**src/rtl/lwsel_pkg.sv**
```systemverilog
package lwsel_pkg;

  // Number of bits needed to hold a column occupancy of 0 .. n_out*cap.
  function automatic int weight_bits(input int n_out, input int cap);
    return $clog2(n_out * cap + 1);
  endfunction

  // Comparator decision for one tree node. The left operand always carries
  // the lower output indices, so a tie goes left (lowest index wins).
  function automatic logic left_wins(input logic lv, input logic rv,
                                     input int unsigned lw,
                                     input int unsigned rw);
    return lv && (!rv || (lw <= rw));
  endfunction

endpackage

```
**src/rtl/lwsel_leaf.sv**
```systemverilog
module lwsel_leaf #(
  parameter int WW  = 7,
  parameter int IW  = 3,
  parameter int IDX = 0
) (
  input  logic          en,
  input  logic [WW-1:0] w_in,
  output logic          v_out,
  output logic [WW-1:0] w_out,
  output logic [IW-1:0] i_out
);
  // An output that may not be chosen carries the largest weight code and no
  // valid flag, so it can only win against other invalid leaves.
  assign v_out = en;
  assign w_out = en ? w_in : {WW{1'b1}};
  assign i_out = IW'(IDX);
endmodule

```
**src/rtl/lwsel_merge.sv**
```systemverilog
module lwsel_merge
  import lwsel_pkg::*;
#(
  parameter int WW = 7,
  parameter int IW = 3
) (
  input  logic          a_v,
  input  logic [WW-1:0] a_w,
  input  logic [IW-1:0] a_i,
  input  logic          b_v,
  input  logic [WW-1:0] b_w,
  input  logic [IW-1:0] b_i,
  output logic          o_v,
  output logic [WW-1:0] o_w,
  output logic [IW-1:0] o_i
);
  logic take_a;

  assign take_a = left_wins(a_v, b_v, 32'(a_w), 32'(b_w));
  assign o_v    = a_v | b_v;
  assign o_w    = take_a ? a_w : (b_v ? b_w : {WW{1'b1}});
  assign o_i    = take_a ? a_i : (b_v ? b_i : {IW{1'b0}});
endmodule

```
**src/rtl/lwsel_tree.sv**
```systemverilog
module lwsel_tree #(
  parameter int N_OUT = 8,
  parameter int WW    = 7,
  localparam int IW     = $clog2(N_OUT),
  localparam int LEVELS = $clog2(N_OUT)
) (
  input  logic [N_OUT-1:0]    elig,
  input  logic [N_OUT*WW-1:0] weights,
  output logic                top_v,
  output logic [WW-1:0]       top_w,
  output logic [IW-1:0]       top_i
);
  // Node storage per level; level 0 holds the leaves, level LEVELS the root.
  logic          nv [LEVELS+1][N_OUT];
  logic [WW-1:0] nw [LEVELS+1][N_OUT];
  logic [IW-1:0] ni [LEVELS+1][N_OUT];

  for (genvar j = 0; j < N_OUT; j++) begin : g_leaf
    lwsel_leaf #(.WW(WW), .IW(IW), .IDX(j)) u_leaf (
      .en   (elig[j]),
      .w_in (weights[j*WW +: WW]),
      .v_out(nv[0][j]),
      .w_out(nw[0][j]),
      .i_out(ni[0][j])
    );
  end

  for (genvar l = 1; l <= LEVELS; l++) begin : g_lvl
    localparam int NODES = N_OUT >> l;
    for (genvar k = 0; k < NODES; k++) begin : g_node
      lwsel_merge #(.WW(WW), .IW(IW)) u_merge (
        .a_v(nv[l-1][2*k]),   .a_w(nw[l-1][2*k]),   .a_i(ni[l-1][2*k]),
        .b_v(nv[l-1][2*k+1]), .b_w(nw[l-1][2*k+1]), .b_i(ni[l-1][2*k+1]),
        .o_v(nv[l][k]),       .o_w(nw[l][k]),       .o_i(ni[l][k])
      );
    end
    for (genvar k = NODES; k < N_OUT; k++) begin : g_unused
      assign nv[l][k] = 1'b0;
      assign nw[l][k] = {WW{1'b1}};
      assign ni[l][k] = {IW{1'b0}};
    end
  end

  assign top_v = nv[LEVELS][0];
  assign top_w = nw[LEVELS][0];
  assign top_i = ni[LEVELS][0];
endmodule

```
**src/rtl/lwsel_top.sv**
```systemverilog
module lwsel_top
  import lwsel_pkg::*;
#(
  parameter int N_OUT = 8,
  parameter int CAP   = 8,
  localparam int WW = weight_bits(N_OUT, CAP),
  localparam int IW = $clog2(N_OUT)
) (
  input  logic                clk,
  input  logic                rst_n,
  input  logic                slot_tick,
  input  logic [N_OUT-1:0]    elig,
  input  logic [N_OUT*WW-1:0] weights,
  output logic                pick_valid,
  output logic [IW-1:0]       pick_idx,
  output logic [WW-1:0]       pick_weight,
  output logic                grant_valid,
  output logic [IW-1:0]       grant_idx
);
  // Named result of the comparison tree, brought out for the checker.
  logic          tree_v;
  logic [WW-1:0] tree_w;
  logic [IW-1:0] tree_i;
  logic          grant_load;

  lwsel_tree #(.N_OUT(N_OUT), .WW(WW)) u_tree (
    .elig   (elig),
    .weights(weights),
    .top_v  (tree_v),
    .top_w  (tree_w),
    .top_i  (tree_i)
  );

  assign pick_valid  = tree_v;
  assign pick_idx    = tree_i;
  assign pick_weight = tree_w;
  assign grant_load  = slot_tick;

  always_ff @(posedge clk) begin
    if (!rst_n) begin
      grant_valid <= 1'b0;
      grant_idx   <= '0;
    end else if (grant_load) begin
      grant_valid <= tree_v;
      grant_idx   <= tree_i;
    end
  end
endmodule

```
**config.mk**
```make
export PLATFORM = sky130hd
export DESIGN_NAME = lwsel_top
export DESIGN_NICKNAME = d
export VERILOG_FILES = /design/src/rtl/lwsel_pkg.sv /design/src/rtl/lwsel_leaf.sv /design/src/rtl/lwsel_merge.sv /design/src/rtl/lwsel_tree.sv /design/src/rtl/lwsel_top.sv
export SDC_FILE = /design/constraint.sdc
export NUM_CORES = 1
export LEC_CHECK = 0
export CAP_MARGIN = 0
export CORE_MARGIN = 2
export CORE_UTILIZATION = 45
export CTS_CLUSTER_SIZE = 14
export DETAILED_ROUTE_END_ITERATION = 7
export PLACE_DENSITY = 0.85
export SLEW_MARGIN = 20
export SYNTH_ARGS = -nofsm -noshare
export SYNTH_HDL_FRONTEND = slang
export SYNTH_SLANG_ARGS = --single-unit
```
**constraint.sdc**
```tcl
create_clock -name clk -period 9.1 [get_ports clk]
set_input_delay 1.82 -clock clk [delete_from_list [all_inputs] [get_ports clk]]
set_output_delay 1.82 -clock clk [all_outputs]
set_load 0.005 [all_outputs]
```
=== Word level (Yosys, flattened, before mapping) ===
Index checks and enable logic that the tools add are counted.
W data, S select, Z words.

* Register bits after elaboration: 4
* Word-level logic and storage cells: 73
* Output and inout port bits: 15

* Bitwise logic cells: 7
* Order comparisons: 7
* Multiplexer cells: 36
* Reduce and logical (&&, ||, !) cells: 21

{| class="wikitable"
|+ Operators by type and width
! cell !! count
|-
| $mux W7 || 22
|-
| $le A7 B7 Y1 || 7
|-
| $mux W3 || 10
|-
| $logic_and A1 B1 Y1 || 7
|-
| $logic_not A1 Y1 || 7
|-
| $logic_or A1 B1 Y1 || 7
|-
| $or A1 B1 Y1 || 7
|-
| $mux W2 || 2
|-
| $mux W1 || 2
|}

=== Longest topological paths before layout ===
* Depth after elaboration: 13
* Mapped depth: 23
* Mapped depth without buffers: 21

=== Cells and area by module ===
From an unflattened synthesis, not the netlist that was laid out.

* Cells, all modules: 430
* Area total of the unflattened synthesis: 3373.2 um^2

{| class="wikitable"
|+ Modules (own cells, without submodules)
! module !! area each (um^2) !! cells an instance !! times used !! sequential area each (um^2)
|-
| lwsel_merge at u_tree.g_lvl[1].g_node[0].u_merge ... || 369.1 || 45 || 5 || 0.0
|-
| lwsel_merge at u_tree.g_lvl[2].g_node[1].u_merge ... || 364.1 || 45 || 2 || 0.0
|-
| lwsel_leaf at u_tree.g_leaf[1].u_leaf ... || 81.3 || 13 || 6 || 0.0
|-
| lwsel_top || 156.4 || 13 || 1 || 80.1
|-
| lwsel_leaf at u_tree.g_leaf[0].u_leaf ... || 77.6 || 12 || 2 || 0.0
|}

=== Worst setup path after synthesis ===
No wires, ideal clock.

* Path kind: in2out
* From: in elig[2]
* To: out pick_weight[4]
* Arrival: 6255 ps
* Path slack: 1025 ps
* Required time: 7280 ps
* Cell stages on the path: 22
* Path buffers: 3
* Cell sequence: buf_2 > nand2_1 > ha_1 > a211oi_1 > nor2_1 > o31ai_4 > mux2_2 > ha_1 > nand4_1 > or3_1 > o211ai_2 > clkbuf_1 > nand2_1 > o21ai_0 > ha_1 > a211o_1 > a211oi_1 > a21oi_4 > nand2b_2 > buf_6 > nor2_1 > nor4_1

* Longest elaborated chain between the ends: 13
* Elaborated cells on any way between the ends: 17
* Classes of those cells: 3 x order compare; 5 x mux; 2 x bitwise; 7 x reduce/logical

{| class="wikitable"
|+ Ends and longest elaborated chain
! item !! line !! source
|-
| start: declaration || lwsel_top.sv:12 || <nowiki>input logic [N_OUT-1:0] elig,</nowiki>
|-
| $mux W7 || lwsel_leaf.sv:15 || <nowiki>assign w_out = en ? w_in : {WW{1'b1}};</nowiki>
|-
| $le A7 B7 Y1 || lwsel_pkg.sv:13 || <nowiki>return lv && (!rv || (lw <= rw));</nowiki>
|-
| $logic_or A1 B1 Y1 || lwsel_pkg.sv:13 ||
|-
| $logic_and A1 B1 Y1 || lwsel_pkg.sv:13 ||
|-
| $mux W7 || lwsel_merge.sv:21 || <nowiki>assign o_w = take_a ? a_w : (b_v ? b_w : {WW{1'b1}});</nowiki>
|-
| $le A7 B7 Y1 || lwsel_pkg.sv:13 ||
|-
| $logic_or A1 B1 Y1 || lwsel_pkg.sv:13 ||
|-
| $logic_and A1 B1 Y1 || lwsel_pkg.sv:13 ||
|-
| $mux W7 || lwsel_merge.sv:21 ||
|-
| $le A7 B7 Y1 || lwsel_pkg.sv:13 ||
|-
| $logic_or A1 B1 Y1 || lwsel_pkg.sv:13 ||
|-
| $logic_and A1 B1 Y1 || lwsel_pkg.sv:13 ||
|-
| $mux W7 * || lwsel_merge.sv:21 ||
|-
| end: declaration || lwsel_top.sv:16 || <nowiki>output logic [WW-1:0] pick_weight,</nowiki>
|}

Mark *: on every way between the ends. The rest lies on a longest branch, timed or not.

=== Worst setup path after layout ===
* From: in weights[18]
* To: out pick_weight[2]

* Longest elaborated chain between the ends: 13
* Elaborated cells on any way between the ends: 14
* Classes of those cells: 3 x order compare; 5 x mux; 6 x reduce/logical

{| class="wikitable"
|+ Ends and longest elaborated chain
! item !! line !! source
|-
| start: declaration || lwsel_top.sv:13 || <nowiki>input logic [N_OUT*WW-1:0] weights,</nowiki>
|-
| $mux W7 * || lwsel_leaf.sv:15 ||
|-
| $le A7 B7 Y1 || lwsel_pkg.sv:13 ||
|-
| $logic_or A1 B1 Y1 || lwsel_pkg.sv:13 ||
|-
| $logic_and A1 B1 Y1 || lwsel_pkg.sv:13 ||
|-
| $mux W7 * || lwsel_merge.sv:21 ||
|-
| $le A7 B7 Y1 || lwsel_pkg.sv:13 ||
|-
| $logic_or A1 B1 Y1 || lwsel_pkg.sv:13 ||
|-
| $logic_and A1 B1 Y1 || lwsel_pkg.sv:13 ||
|-
| $mux W7 * || lwsel_merge.sv:21 ||
|-
| $le A7 B7 Y1 || lwsel_pkg.sv:13 ||
|-
| $logic_or A1 B1 Y1 || lwsel_pkg.sv:13 ||
|-
| $logic_and A1 B1 Y1 || lwsel_pkg.sv:13 ||
|-
| $mux W7 * || lwsel_merge.sv:21 ||
|}

Marks and branches as above.

==> flow_summary.ini <==
[outcome]
status = finished with violations
violations = negative setup slack

[floorplan]
ios = 82
start_util_pct = 46.4
dieWidth_um = 82.1
die-area_mm2 = 0.00674
die_height_um = 82.1
core_region_area_mm2 = 0.00592
rows = 28

[yosys]
synth_top_family_by_area = simple AND/OR/NAND/NOR gates
yosys.area_share.adder_pct = 22.3
ys_warn_count = 0
synth_top_area_cell = ha_1
netlist_instances = 369
synthXorXnorAreaFrac_pct = 0
syn_area_per_cell_um2 = 7.44
synth_top_area_share_pct = 22.3
muxShareOfSynthArea_pct = 9.02
yosys-top-cells-area = ha_1, mux2i_1, nand2b_1
ys.flop_type = dfxtp_1
synth-compound-area-share_pct = 28.3
synthSimpleGateAreaFrac_pct = 31.2
netlist_area_mm2 = 0.00275
synth-async-reset-ratio_pct = 0
synth_most_common_cell = ha_1
ys_types = 62
synth_nets = 485
synth_common_cells = ha_1, nor2_1, inv_1
synth_edf_count = 0
ys_seq_area_share_pct = 2.92
synth.ff_latch_count = 4

[global_route]
antenna_found_initial = 0
grt_max_degree = 12
grt_pass1_vias = 3137
grt.overflow.total = 0
track_usage_pct = 24.4
grt_pass1_wl_um = 13300

[power]
vdd_drop_max_uv = 78.7
p_per_area_mw_per_mm2 = 128
finalPower_mw = 0.541
p_leak_nw = 1.93

[layout]
post-route-util_pct = 71.3
nFillCells = 423
seq_area_um2 = 80.1
antennaDiodeCount = 0
syn_to_final_growth_pct = 53.6
stdcell_count = 567
multi_input_area_mm2 = 0.00265
nNetsFinal = 610
drive_above_1_share_pct = 23.4

[clocking]
cts_max_level = 1
hold_buffers = 0
cts-root-buf = clkbuf_8
clk_path_buf_depth = 2
numCtsBuffers = 3
cts_tree = yes
clk_latency_ps = 210
clk_pin_slew_ps = 30
clock-sinks = 4

[route]
wl_per_cell_um = 16.8
ant_nets = 0
vias = 3487
first_pass_iters = 5
drtIter0Drc = 293
via_per_inst = 6.15
wl_um = 9510
drt_drc_violations_left = 0

[placement]
dpl_worst_slack_ps = -165
place_hpwl_um = 7210
port_buffers = 81
dpl.cell_count = 554
gp_congestion = 0.930

[sta]
fin_crit_sh_pct = 100
relSlewSlack_pct = 57.4
skew_ps = 0
hold_violations = 0
final_max_slew_viol_count = 0
setup_violations = 3
fin_ws_ps = -28.6
fin_crit_ps = 9130
worst_slew_pin_slew_ps = 633
fmax_mhz = 110

[critical_path]
regToRegSetupSlack_ps = 8430
cp_max_fo = 7
r2r_end = grant_idx[0]
cp-start-kind = input port
critPathCaptureType = primary output
required_ps = 7280
cp_slowest_cell = clkdlybuf4s50_1
cpPeakStageDelay_ps = 550
crit_type = in2out
cp.arrival_ps = 7310
reg2regPathDepth = 2
path_buf_inv = 5
crit_chain = clkdlybuf4s50_1 > inv_1 > nand2_1 > ha_4 > a211oi_2 > nor2_2 > o31ai_4 > buf_6 > mux2_2 > ha_1 > nand4_1 > or3_4 > o211ai_1 > nand2_1 > o21ai_0 > ha_1 > o21a_1 > a211oi_1 > buf_4 > a21oi_4 > nand2_4 > nor2_1 > nor4_2 > clkdlybuf4s50_1
rr_startpoint = grant_idx[0]
crit_family = compound AO/OA/AOI/OAI gates

[worst_hold_path]
hold_depth = 1
worstHoldStart = grant_valid
hold_class = reg2reg
hold-path-endpoint = grant_valid

[flow_run]
cap_violations = 0
==> timing repair <==
item | 4_1_cts | 5_1_grt
setup endpoints to repair | 8 | 9
gates cloned | 0 | 1
gates resized for setup | 7 | 46
pin swaps | 0 | 17
buffers inserted | 0 | 9
hold endpoints to repair | 0 | 0
==> power by group <==
group / leakage (nW) / switching, mW / total [mW] / internal [mW]
clock network: 0.0216 / 0.00778 / 0.0358 / 0.0281
registers: 0.0332 / 0.00144 / 0.0220 / 0.0206
logic: 1.87 / 0.235 / 0.483 / 0.248
==> per-stage QoR <==
step / cell area [um^2] / hold slack, ps / TNS (ps)
finish: 4220 / 473 / -57.3
global route: 4220 / 511 / -456
CTS: 3970 / 479 / 0
detailed placement: 3900 / 472 / -798
global placement: 3900 / 470 / -26.7
floorplan: 2750 / 477 / 0
==> flip-flops by register name (all words and copies together), names as in the netlist <==
register and cells:
grant_idx 3, grant_valid 1
==> routing by layer <==
layer	GRT usage, %	vias to the layer above	share of wire, %
li1	-	1635	-
met1	28.6	1628	39
met2	46.8	195	51
met3	2.72	29	7.3
met4	6.17	0	1.9
met5	0	-	0
==> cell type report <==
cell class	instances	share of cell area [%]
inverters	31	2.82
multi-input cells	324	62.9
well taps	75	2.22
clock buffers	3	0.979
repair buffers	130	29.2
flip-flops and latches	4	1.90
==> kinds of logic (layout without fill, tap and decap cells) <==
group                      Yosys count  after routing
DFF                                  4              4
buffers and inverters               42            164
muxes                               23             23
and+or+nand+nor                    156            156
adders and majority gates           49             49
AOI/OAI and AO/OA                   95             96
==> worst max path at each step <==
| stage | startpoint | end | cells past startpoint |
|---|---|---|---|
| after detailed placement | elig[2] | pick_weight[5] | 22 |
| after CTS | elig[3] | pick_weight[5] | 23 |
| after global placement | elig[2] | pick_weight[4] | 22 |
| after global routing | weights[18] | pick_weight[3] | 24 |
| after floorplan | elig[2] | pick_weight[4] | 22 |
| final | weights[18] | pick_weight[2] | 24 |
==> placed cells by master, fill, tap and decap left out, types with 5 or more instances in the layout <==
| cell type | instances |
|---|---|
| nand2b_1 | 24 |
| a21oi_2 | 5 |
| nand3_1 | 6 |
| nor3_1 | 11 |
| nand2_1 | 22 |
| nand3b_1 | 6 |
| a21oi_1 | 11 |
| buf_4 | 44 |
| mux2i_1 | 10 |
| mux2_2 | 6 |
| dlymetal6s2s_1 | 11 |
| inv_1 | 29 |
| nor4_2 | 7 |
| nor2_1 | 35 |
| ha_1 | 48 |
| a211oi_1 | 10 |
| nand4_1 | 9 |
| mux2i_2 | 5 |
| o21ai_0 | 13 |
| clkdlybuf4s50_1 | 69 |
| o22ai_1 | 10 |
| o32a_1 | 6 |
| nor2b_1 | 16 |
Power figures use the tool's default switching activity.
